<file path="src/rtl/uart9_rx.sv">
module uart9_rx (
  input  logic       clk,
  input  logic       rst_n,
  input  logic       tick16,
  input  logic       rxd,
  input  logic [1:0] mode,
  input  logic       rx_en,
  input  logic       filt_en,
  input  logic [7:0] node_addr,
  input  logic       ri_clr,
  input  logic       fe_clr,
  output logic [7:0] rx_data,
  output logic       rx_bit9,
  output logic       ri,
  output logic       fe
);

  typedef enum logic [1:0] {S_IDLE, S_START, S_DATA, S_STOP} state_t;

  state_t     st;
  logic [3:0] cnt;
  logic [3:0] bitn;
  logic [8:0] sh;
  logic       nine_q;

  wire [3:0] last_bit = nine_q ? 4'd8 : 4'd7;
  wire       done     = tick16 && (st == S_STOP) && (cnt == 4'd15);
  wire       addr_ok  = sh[8] && (sh[7:0] == node_addr);
  wire       accept   = done && (!(nine_q && filt_en) || addr_ok);

  always_ff @(posedge clk) begin
    if (!rst_n) begin
      st     <= S_IDLE;
      cnt    <= '0;
      bitn   <= '0;
      sh     <= '0;
      nine_q <= 1'b0;
    end else if (tick16) begin
      case (st)
        S_IDLE:
          if (rx_en && !rxd) begin
            st     <= S_START;
            cnt    <= '0;
            nine_q <= mode[1];
          end
        S_START:
          if (cnt == 4'd7) begin
            st   <= rxd ? S_IDLE : S_DATA;
            cnt  <= '0;
            bitn <= '0;
          end else cnt <= cnt + 4'd1;
        S_DATA:
          if (cnt == 4'd15) begin
            cnt      <= '0;
            sh[bitn] <= rxd;
            bitn     <= bitn + 4'd1;
            if (bitn == last_bit) st <= S_STOP;
          end else cnt <= cnt + 4'd1;
        default:
          if (cnt == 4'd15) st <= S_IDLE;
          else cnt <= cnt + 4'd1;
      endcase
    end
  end

  always_ff @(posedge clk) begin
    if (!rst_n) begin
      rx_data <= '0;
      rx_bit9 <= 1'b0;
      ri      <= 1'b0;
      fe      <= 1'b0;
    end else begin
      if (accept) begin
        rx_data <= sh[7:0];
        rx_bit9 <= nine_q ? sh[8] : rxd;
        ri      <= 1'b1;
      end else if (ri_clr) ri <= 1'b0;
      if (done && !rxd) fe <= 1'b1;
      else if (fe_clr)  fe <= 1'b0;
    end
  end

  assert_ri_cause_R10: assert property (@(posedge clk) disable iff (!rst_n)
    $rose(ri) |-> $past(done));

  assert_filter_match_R4: assert property (@(posedge clk) disable iff (!rst_n)
    ($rose(ri) && $past(nine_q && filt_en)) |-> (rx_bit9 && rx_data == $past(node_addr)));

  assert_data_hold_R5: assert property (@(posedge clk) disable iff (!rst_n)
    !done |=> ($stable(rx_data) && $stable(rx_bit9)));

  assert_fe_sticky_R7: assert property (@(posedge clk) disable iff (!rst_n)
    (fe && !fe_clr) |=> fe);

  assert_idle_off_R9: assert property (@(posedge clk) disable iff (!rst_n)
    (st == S_IDLE && !rx_en) |=> (st == S_IDLE));

endmodule

</file>
<file path="config.mk">
export PLATFORM = sky130hd
export DESIGN_NAME = uart9_rx
export DESIGN_NICKNAME = d
export VERILOG_FILES = /design/src/rtl/uart9_rx.sv
export SDC_FILE = /design/constraint.sdc
export NUM_CORES = 1
export LEC_CHECK = 0
export ABC_AREA = 1
export BUFFER_PORTS_ARGS = -buffer_cell sky130_fd_sc_hd__buf_2
export CAP_MARGIN = 30
export CORE_ASPECT_RATIO = 1.1
export CORE_MARGIN = 2
export CORE_UTILIZATION = 50
export DETAILED_ROUTE_END_ITERATION = 7
export PLACE_DENSITY = 0.79
export SLEW_MARGIN = 20
export SYNTH_ARGS = -nofsm -noshare
export SYNTH_HDL_FRONTEND = slang
export SYNTH_SLANG_ARGS = --single-unit
</file>
<file path="constraint.sdc">
create_clock -name clk -period 1.5 [get_ports clk]
set_input_delay 0.075 -clock clk [delete_from_list [all_inputs] [get_ports clk]]
set_output_delay 0.075 -clock clk [all_outputs]
set_load 0.02 [all_outputs]
</file>
==> Yosys cells after proc, flatten, opt, wreduce, memory -nomap -nowiden <==
Cells that the tools add are included.
{ "op_classes": {"addsub": 2, "n_mul": 0, "div": 0, "n_lt_le_gt_ge": 2, "n_eq_ne": 12, "shift": 0, "n_mux": 24, "bitwise": 0, "reduce_logical": 21} }
{ "op_table": {"columns": ["operator", "count"], "rows": [
  ["two-way mux 4 bit", 7],
  ["two-way mux 2 bit", 6],
  ["one-hot mux 4 bit (3 select lines)", 1],
  ["bitwise mux 9 bit", 1],
  ["AND reduction 3 bit", 3],
  ["adder 4 x 1 -> 4 bit, second input constant", 2],
  ["== test 8 bit", 1],
  ["logical AND 1 bit", 8],
  ["inequality test 2 bit, second input constant", 4],
  ["one-hot mux 4 bit (2 select lines)", 1],
  ["two-way mux 1 bit", 6],
  ["one-hot mux 2 bit (3 select lines)", 1],
  ["AND reduction 6 bit", 1],
  ["nonzero test 2 bit", 3],
  ["less-than comparator 4 x 5 -> 1 bit, second input constant", 1],
  ["demux 1 bit (select 4 bit)", 1],
  ["== test 2 bit, second input constant", 2],
  ["== test 4 x 3 -> 1 bit, second input constant", 1],
  ["== test 4 bit", 1],
  ["== test 4 bit, second input constant", 1],
  [">= comparator 4 x 1 -> 1 bit, second input constant", 1],
  ["inequality test 4 x 1 -> 1 bit, second input constant", 1],
  ["AND reduction 4 bit", 1],
  ["nonzero test 3 bit", 1],
  ["other kinds (4)", 5]
]} }
{ "totals": {"register_bits": 31, "latchBits": 0, "ram_bits": 0, "rom_bits": 0, "input_bits": 18, "out_inout_bits": 11, "mem_count": 0} }

==> Depth between registers and ports, before layout <==
Gate-level depths: netlist of the first run.
{ "depth": {"depth_word": 5, "depth_mapped": 12} }

==> Worst setup path after synthesis of the first run <==
No wires, ideal clock.
{ "synth_path": {"path_type": "reg2reg", "start": "reg cnt[0]", "end": "reg rx_data[6]", "setup_time_ns": 0.115, "t_arrival_ns": 1.302, "path_slack_ns": 0.083, "path_stages_with_launch": 10, "path_buffers": 1, "period_less_slack_ns": 1.417, "path_cell_list": "dfxtp_1 > ha_1 > nand2_1 > inv_2 > nand2_4 > nor3_4 > buf_6 > nand3_1 > nand2_1 > nor2_1"} }
{ "synth_via": {"elab_chain_cells": 3} }
{ "synth_lines": {"columns": ["element", "line_no", "text"], "rows": [
  ["start: declaration", "21", "logic [3:0] cnt;"],
  ["start signal: assignment", "51", "end else cnt <= cnt + 4'd1;"],
  ["start signal: assignment", "58", "end else cnt <= cnt + 4'd1;"],
  ["start signal: assignment", "61", "else cnt <= cnt + 4'd1;"],
  ["== test 4 bit", "27", "wire done = tick16 && (st == S_STOP) && (cnt == 4'd15);"],
  ["logical AND 1 bit", "27", null],
  ["logical AND 1 bit", "29", "wire accept = done && (!(nine_q && filt_en) || addr_ok);"],
  ["end signal: assignment", "74", "rx_data <= sh[7:0];"],
  ["end: declaration", "12", "output logic [7:0] rx_data,"]
]} }
No other way between the ends.
A chain may end at the register's enable or synchronous reset.

==> Worst setup path after layout of the first run <==
{ "layout_path": {"start": "reg st[0]", "end": "reg bitn[2]"} }
{ "layout_via": {"elab_chain_cells": 3, "word_cells_on_any_way": 7} }
{ "layout_lines": {"columns": ["element", "line_no", "text"], "rows": [
  ["start: declaration", "20", "state_t st;"],
  ["start signal: assignment", "48", "st <= rxd ? S_IDLE : S_DATA;"],
  ["== test 2 bit / == test 2 x 1 -> 1 bit (equally long branches)", "39", "case (st)"],
  ["inequality test 2 bit (no line) / nonzero test 2 bit (equally long branches)", null, null],
  ["AND reduction 4 bit (no line)", null, null],
  ["end signal: assignment", "56", "bitn <= bitn + 4'd1;"],
  ["end: declaration", "22", "logic [3:0] bitn;"]
]} }
Several ways; a longest one is shown, not always the timed one.

==> metrics.csv, run 1 <==
stage,metric,value,unit
status,outcome,finished with violations,
status,violated checks,setup timing,
timing,RSZ-0062 raised after global routing,yes,
clock_tree,CTS Buf Count,5,
clock_tree,CTS tree,yes,
detailed_routing,vias per cell,5.15,
cells_and_area,Layout Nets,320,
placed_design,Area after DPL,1910,um2
cells_and_area,area grow syn2layout,29.2,%
floorplan,Die Wd,59.4,um
timing,fmax,644,MHz
detailed_routing,DRC errors left,0,
run,Max-Cap Viols,0,
pwr,Tot Pwr,1.60,mW
floorplan,I/O pins,29,
floorplan,# rows,22,
clock_tree,CTS Buffer Depth,2,
critical_path,Crit. End Element,register,
cells_and_area,ANT cells,0,
placed_design,dpl cells,314,
placed_design,RD Place Congestion,0.822,
timing,final number of hold-violating endpoints,0,
timing,worst slew pin tran,0.369,ns
synth,Synth Cell Area,1690,um2
critical_path,Startpoint Class,register,
detailed_routing,first drt pass iteration count,4,
min_path,Hold Path Depth,3,
critical_path,crit path max fanout,6,
detailed_routing,Detail Route Antenna Nets,0,
cells_and_area,Final Util,0.666,
clock_tree,H-tree depth,2,
timing,Hold Worst Slack,0.0643,ns
grt,global route overflow,0,
timing,max-slew violations,0,
pwr,leak pwr,0.962,nW
grt,largest net degree at the start of global routing,17,
placed_design,port bufs,27,
critical_path,CP Data Required Time,1.74,ns
cells_and_area,design area,2180,um2
synth,"top cells by area, synth","dfxtp_1 (37%), nand2_1 (12%), a21oi_1 (8.6%), inv_1 (7.3%), nand3_1 (5.9%)",
detailed_routing,wire length per cell,11.9,um
grt,initial antenna violation count,0,
grt,gr usage total,0.215,
synth,"flops & latches, synth",31,
floorplan,core area,3280,um2
floorplan,Die Y,64.9,um
timing,Setup Viol. Count Final,2,
cells_and_area,layout cells sized above 1,0.289,
clock_tree,TritonCTS Sinks,31,
critical_path,r2r worst-path depth,7,
placed_design,pre-CTS setup slack,-0.0296,ns
cells_and_area,"leading cell type in the layout, fill and taps excluded",nand2_1,
critical_path,worst setup path class,reg -> reg,
timing,setup tns final,-0.0772,ns
clock_tree,clk slew on worst S/H paths,0.10,ns
min_path,Hold WC Path Type,in -> reg,
cells_and_area,"Cell Count, Final, Fillers Out",334,
synth,post-synth cell types,28,
synth,"Seq/Total Area, Yosys",0.368,
pwr,Peak VDD IR,0.596,mV
critical_path,R2R Setup Slk,-0.05,ns
timing,Fin Clk Skew,0.0113,ns
timing,Final period util,1.04,
grt,first-pass GRT wire length,6.38,mm
synth,Synth Area per Inst,6.81,um2
cells_and_area,most frequent cells in the layout,"nand2_1 (50), inv_1 (33), a21oi_1 (28), dfxtp_1 (28), buf_2 (27)",
floorplan,Initial Util,0.515,
clock_tree,worst-skew pair later-pin latency,0.34,ns
detailed_routing,Starting DRT DRC Count,51,
synth,Syn. warnings,0,
timing,fin crit period,1.55,ns
grt,vias in the first global route,1612,
synth,Syn Nets,271,
timing,fin worst setup slack,-0.0539,ns
detailed_routing,Post-Route WL,3.99,mm
detailed_routing,vias,1719,
clock_tree,Root Buffer,clkbuf_4,
timing,max_slew headroom,0.753,
synth,Synth top area share,0.368,
critical_path,Arrival @ worst endpoint,1.80,ns
pwr,pwr/cell area,734,nW/um2
synth,cell taking the most area after synthesis,dfxtp_1,
synth,Syn Inst Count,248,
floorplan,DIE AREA,3860,um2
placed_design,Detailed Place HPWL,2.77,mm
## sequential cells by signal (all words and copies together) (netlist names)
register / cells
bitn: 4
cnt: 4
fe: 1
nine_q: 1
ri: 1
rx_bit9: 1
rx_data: 8
sh: 9
st: 2
## Yosys cell counts
library cell	instances
nor2_4	1
nor2_1	26
nand3_1	20
a211oi_1	1
nor2_2	2
buf_2	2
o311a_1	1
ha_1	5
clkbuf_1	1
inv_1	33
nand4_1	5
a21oi_1	29
nor3_4	2
nor3_2	1
xor2_1	1
nand3_2	2
nand2_2	3
o21ai_1	9
dfxtp_1	31
o21ai_0	6
o21a_1	1
inv_2	5
nand2_1	52
o211ai_1	1
buf_1	1
nand2_4	1
buf_6	2
nor3_1	4
## area by class of cell
cell class                      instances  area, um2
Clock buffer                            7       65.1
Clock inverter                          1       7.51
Fill cell                             312       1090
Inverter                               38        148
Multi-Input combinational cell        174        982
Sequential cell                        31        624
Tap cell                               36       45.0
Timing Repair Buffer                   47        309
## where the power goes
part           leakage (nW)  total (mW)  internal (mW)  switching, mW
Clock                0.0375       0.575          0.274          0.301
Combinational         0.673       0.180         0.0766          0.103
Sequential            0.251       0.847          0.834         0.0126
## kinds of logic after synthesis
logic type,after synthesis,share of synthesized area
flops,31,0.368
compound gates,48,0.150
fa+ha+maj,5,0.0371
xor+xnor,1,0.00519
simple gates,119,0.332
buf+inv,44,0.108
## critical path: stages, from the launching register on
cell and delay, ns:
dfxtp_1 0.44, inv_1 0.10, nor2_1 0.22, nand4_1 0.28, nand2_4 0.19, nand2_2 0.07, nor2_2 0.12, nor3_2 0.04
## layer usage
| layer | share of wire | vias up | track usage | routed length [um] |
|---|---|---|---|---|
| li1 | - | 895 | - | - |
| met1 | 0.42 | 777 | 0.233 | 1670 |
| met2 | 0.52 | 36 | 0.385 | 2090 |
| met3 | 0.035 | 11 | 0.0539 | 140 |
| met4 | 0.022 | 0 | 0.0909 | 87 |
| met5 | 0 | - | 0 | 0 |
## final timing paths
path	from	to
hold reg to reg	ri	ri
setup reg to reg	st[0]	bitn[2]
hold / removal	rst_n	rx_data[6]
setup / recovery	st[0]	bitn[2]
## timing repair
action,4_1_cts,5_1_grt
hold buffers,3,0
pin swaps,2,5
endpoints found under the setup margin,14,25
hold endpoints to repair,3,0
gates resized for setup,7,19
setup buffers,3,5
gates cloned,0,1
No activity file was read; power rests on OpenSTA's default activity.
==> run 2, diff against run 1 <==
--- a/config.mk
+++ b/config.mk
@@ -13,6 +13,7 @@
 export CORE_UTILIZATION = 50
 export DETAILED_ROUTE_END_ITERATION = 7
 export PLACE_DENSITY = 0.79
+export RECOVER_POWER = 100
 export SLEW_MARGIN = 20
 export SYNTH_ARGS = -nofsm -noshare
 export SYNTH_HDL_FRONTEND = slang
==> metrics.csv, run 2 (synthesis gave the netlist of run 1 again) <==
stage,metric,value,unit
floorplan,Initial Util,0.515,
clock_tree,H-tree depth,2,
timing,fmax,644,MHz
grt,vias in the first global route,1612,
detailed_routing,vias per cell,5.13,
floorplan,core area,3280,um2
placed_design,Detailed Place HPWL,2.77,mm
floorplan,# rows,22,
grt,first-pass GRT wire length,6.38,mm
floorplan,I/O pins,29,
floorplan,Die Y,64.9,um
critical_path,crit path max fanout,6,
critical_path,Arrival @ worst endpoint,1.80,ns
timing,Final period util,1.04,
timing,max-slew violations,0,
cells_and_area,"Cell Count, Final, Fillers Out",334,
placed_design,Area after DPL,1910,um2
clock_tree,CTS Buf Count,5,
cells_and_area,design area,2170,um2
grt,largest net degree at the start of global routing,17,
pwr,pwr/cell area,739,nW/um2
timing,Fin Clk Skew,0.0113,ns
critical_path,worst setup path class,reg -> reg,
timing,fin crit period,1.55,ns
floorplan,DIE AREA,3860,um2
run,Max-Cap Viols,0,
detailed_routing,Detail Route Antenna Nets,0,
clock_tree,Root Buffer,clkbuf_4,
cells_and_area,largest registers,"sh (9), rx_data (8)",
min_path,Hold WC Path Type,in -> reg,
detailed_routing,wire length per cell,12.0,um
cells_and_area,most frequent cells in the layout,"nand2_1 (50), inv_1 (33), a21oi_1 (28), dfxtp_1 (28), nor2_1 (25)",
critical_path,Startpoint Class,register,
pwr,Peak VDD IR,0.584,mV
timing,worst slew pin tran,0.369,ns
timing,Setup Viol. Count Final,2,
cells_and_area,area grow syn2layout,28.4,%
timing,final number of hold-violating endpoints,0,
placed_design,port bufs,27,
clock_tree,clk slew on worst S/H paths,0.10,ns
cells_and_area,ANT cells,0,
detailed_routing,first drt pass iteration count,4,
timing,fin worst setup slack,-0.0539,ns
placed_design,RD Place Congestion,0.822,
clock_tree,TritonCTS Sinks,31,
cells_and_area,max reg flops,9,
grt,initial antenna violation count,0,
critical_path,CP Data Required Time,1.74,ns
cells_and_area,"leading cell type in the layout, fill and taps excluded",nand2_1,
detailed_routing,vias,1713,
status,outcome,finished with violations,
grt,global route overflow,0,
placed_design,dpl cells,314,
status,violated checks,setup timing,
grt,gr usage total,0.215,
clock_tree,worst-skew pair later-pin latency,0.34,ns
critical_path,Crit. End Element,register,
clock_tree,CTS tree,yes,
cells_and_area,Biggest register,sh,
timing,RSZ-0062 raised after global routing,yes,
timing,max_slew headroom,0.753,
detailed_routing,Post-Route WL,4.01,mm
detailed_routing,DRC errors left,0,
cells_and_area,fillers,314,
clock_tree,CTS Buffer Depth,2,
cells_and_area,layout cells sized above 1,0.252,
detailed_routing,Starting DRT DRC Count,53,
pwr,leak pwr,0.913,nW
cells_and_area,Layout Nets,320,
floorplan,Die Wd,59.4,um
[run 2: final cells by class]
class	count	area [um2]	area share
Multi-Input combinational cell	174	982	0.453
Sequential cell	31	624	0.288
Timing Repair Buffer	47	295	0.136
Inverter	38	148	0.0681
Clock buffer	7	65.1	0.0300
Tap cell	36	45.0	0.0208
Clock inverter	1	7.51	0.00346
[run 2: final timing paths]
check	start	endpoint	slack, ns	depth (start not counted)
worst max-delay path	st[0]	bitn[2]	-0.05	7
worst min-delay path	rst_n	rx_data[6]	0.06	3
worst max register to register	st[0]	bitn[2]	-0.05	7
worst min register to register	ri	ri	0.48	2
[run 2: worst max-delay path: stages, from the launching register on]
cell	delay, ns
dfxtp_1	0.44
inv_1	0.10
nor2_1	0.22
nand4_1	0.28
nand2_4	0.19
nand2_2	0.07
nor2_2	0.12
nor3_2	0.04
[run 2: timing repair]
| item | 4_1_cts | 5_1_grt |
|---|---|---|
| gates resized for setup | 7 | 19 |
| gates cloned | 0 | 1 |
| setup buffers | 3 | 5 |
| hold buffers | 3 | 0 |
| pin swaps | 2 | 5 |
| hold endpoints to repair | 3 | 0 |
| setup endpoints to repair | 14 | 25 |
[run 2: through the flow]
step                      worst slack (ns)  power [mW]   util  hold WS [ns]  setup TNS, ns
after floorplan                     0.0826       0.959      -         0.217              0
after global placement              0.0132        1.01  0.583         0.332              0
after detailed placement           -0.0296        1.02  0.583         0.337         -0.175
after CTS                        0.0000998        1.61  0.629        0.0474              0
after global routing                -0.116        1.67  0.662        0.0659         -0.799
final                              -0.0539        1.60  0.662        0.0642        -0.0772
[run 2: where the power goes]
group	switching, mW	leakage [nW]	internal [mW]
logic	0.103	0.624	0.0766
registers	0.0126	0.251	0.834
clock network	0.301	0.0375	0.274
total	0.416	0.913	1.18
[run 2: layer usage]
metal,GRT usage,vias up,wire (um)
met2,0.385,33,2090
li1,-,895,-
met4,0.0909,0,85
met5,0,-,0
met1,0.233,776,1690
met3,0.0539,9,138
==> run 3, diff against run 2 <==
--- a/config.mk
+++ b/config.mk
@@ -14,6 +14,8 @@
 export DETAILED_ROUTE_END_ITERATION = 7
 export PLACE_DENSITY = 0.79
 export RECOVER_POWER = 100
+export REMOVE_ABC_BUFFERS = 1
+export SKIP_CTS_REPAIR_TIMING = 1
 export SLEW_MARGIN = 20
 export SYNTH_ARGS = -nofsm -noshare
 export SYNTH_HDL_FRONTEND = slang
==> metrics.csv, run 3 (synthesis gave the netlist of run 1 again) <==
stage,metric,value,unit
status,outcome,finished with violations,
status,violated checks,setup timing,
grt,vias in the first global route,1434,
grt,gr usage total,0.200,
floorplan,DIE AREA,3860,um2
floorplan,Initial Util,0.515,
grt,first-pass GRT wire length,5.91,mm
min_path,Hold WC Path Type,in -> reg,
cells_and_area,most frequent cells in the layout,"nand2_1 (49), inv_1 (32), a21oi_1 (27), dfxtp_1 (27), nor2_1 (23)",
detailed_routing,vias per cell,5.23,
timing,fin crit period,1.55,ns
placed_design,port bufs,27,
clock_tree,clk slew on worst S/H paths,0.10,ns
cells_and_area,layout cells sized above 1,0.282,
detailed_routing,Starting DRT DRC Count,115,
critical_path,CP Data Required Time,1.73,ns
critical_path,Critical Path Source,cnt[1],
placed_design,Detailed Place HPWL,2.58,mm
clock_tree,TritonCTS Sinks,31,
cells_and_area,ANT cells,0,
detailed_routing,wire length per cell,12.2,um
cells_and_area,largest registers,"sh (9), rx_data (8)",
timing,Hold Worst Slack,0.0844,ns
timing,max-slew violations,0,
placed_design,RD Place Congestion,0.808,
pwr,Seq pwr share,0.552,
clock_tree,CTS Buffer Depth,2,
clock_tree,worst-skew pair later-pin latency,0.33,ns
cells_and_area,fillers,286,
timing,fin worst setup slack,-0.0539,ns
cells_and_area,"leading cell type in the layout, fill and taps excluded",nand2_1,
pwr,Pint,1.13,mW
timing,Setup Viol. Count Final,11,
critical_path,Startpoint Class,register,
grt,initial antenna violation count,0,
pwr,NetSw,408,uW
pwr,Clock Power Share,0.325,
clock_tree,Root Buffer,clkbuf_4,
pwr,Peak VDD IR,0.565,mV
floorplan,core area,3280,um2
floorplan,# rows,22,
cells_and_area,Final Util,0.670,
timing,fmax,644,MHz
clock_tree,CTS Buf Count,5,
timing,max_slew headroom,0.734,
min_path,min-delay src,rxd,
critical_path,Arrival @ worst endpoint,1.78,ns
pwr,pwr/cell area,700,nW/um2
pwr,Sw Ratio,0.265,
pwr,Tot Pwr,1.54,mW
cells_and_area,Layout Nets,321,
detailed_routing,DRC errors left,0,
timing,worst slew pin tran,0.397,ns
clock_tree,H-tree depth,2,
detailed_routing,Detail Route Antenna Nets,0,
detailed_routing,Post-Route WL,4.08,mm
timing,final number of hold-violating endpoints,0,
grt,largest net degree at the start of global routing,17,
clock_tree,CTS tree,yes,
cells_and_area,max reg flops,9,
timing,Final period util,1.04,
grt,global route overflow,0,
cells_and_area,Biggest register,sh,
run,Max-Cap Viols,0,
floorplan,I/O pins,29,
critical_path,crit path max fanout,5,
pwr,leak pwr,0.938,nW
cells_and_area,area grow syn2layout,30.1,%
timing,Fin Clk Skew,0.00527,ns
pwr,Comb pwr share,0.123,
detailed_routing,first drt pass iteration count,4,
timing,RSZ-0062 raised after global routing,yes,
critical_path,Crit. End Element,register,
floorplan,Die Y,64.9,um
critical_path,r2r startpoint,cnt[1],
critical_path,worst setup path class,reg -> reg,
floorplan,Die Wd,59.4,um
detailed_routing,vias,1746,
[run 3: changes by cell type in the layout (fill, tap and decap cells not counted), moves of 2 or more]
cell / previous run / this run
inv_2: 3 / 5
nand3_4: 0 / 2
nor2_1: 25 / 23
o21ai_1: 9 / 7
o21ai_2: 1 / 3
[run 3: path summary, 6_finish.rpt]
path	slack, ns	cells past startpoint	to
min	0.08	4	fe
min reg2reg	0.47	2	ri
max reg2reg	-0.05	9	sh[7]
max	-0.05	9	sh[7]
[run 3: worst max-delay path: stages, from the launching register on]
cell and delay [ns]:
dfxtp_2 0.37, ha_4 0.15, nand2_4 0.06, inv_4 0.08
nand2_4 0.08, nor3_4 0.27, buf_6 0.18, nand3_4 0.08
o21ai_2 0.16, a21oi_2 0.04
[run 3: metal layers]
metal / track usage / part of all wire / up-vias
li1: - / - / 905
met1: 0.248 / 0.43 / 790
met2: 0.328 / 0.51 / 45
met3: 0.0539 / 0.047 / 6
met4: 0.0710 / 0.012 / 0
met5: 0 / 0 / -
[run 3: stage by stage]
stage           TNS, ns  instances  setup slack, ns  area [um2]
6_report         -0.365        334          -0.0539        2200
5_1_grt           -1.42        334           -0.136        2200
4_1_cts         -0.0825        321          -0.0232        1960
3_5_place_dp    -0.0258        314          -0.0106        1910
3_3_place_gp          0        314           0.0158        1910
2_1_floorplan  -0.00439        242         -0.00439        1650
[run 3: final cells by class]
| type | instances | area (um2) | area share |
|---|---|---|---|
| inverter | 38 | 145 | 0.0661 |
| timing repair buffer | 48 | 307 | 0.140 |
| clock inverter | 1 | 5.00 | 0.00228 |
| tap | 36 | 45.0 | 0.0205 |
| clock buffer | 6 | 51.3 | 0.0234 |
| multi-input combinational | 174 | 1020 | 0.463 |
| sequential | 31 | 626 | 0.285 |
[run 3: power groups by stage]
| stage | Sequential [mW] | Combinational, mW | Clock, mW |
|---|---|---|---|
| 2_1_floorplan | 0.861 | 0.0888 | 0 |
| 3_3_place_gp | 0.863 | 0.153 | 0 |
| 3_5_place_dp | 0.863 | 0.156 | 0 |
| 4_1_cts | 0.844 | 0.159 | 0.513 |
| 5_1_grt | 0.851 | 0.213 | 0.561 |
| 6_report | 0.849 | 0.189 | 0.499 |
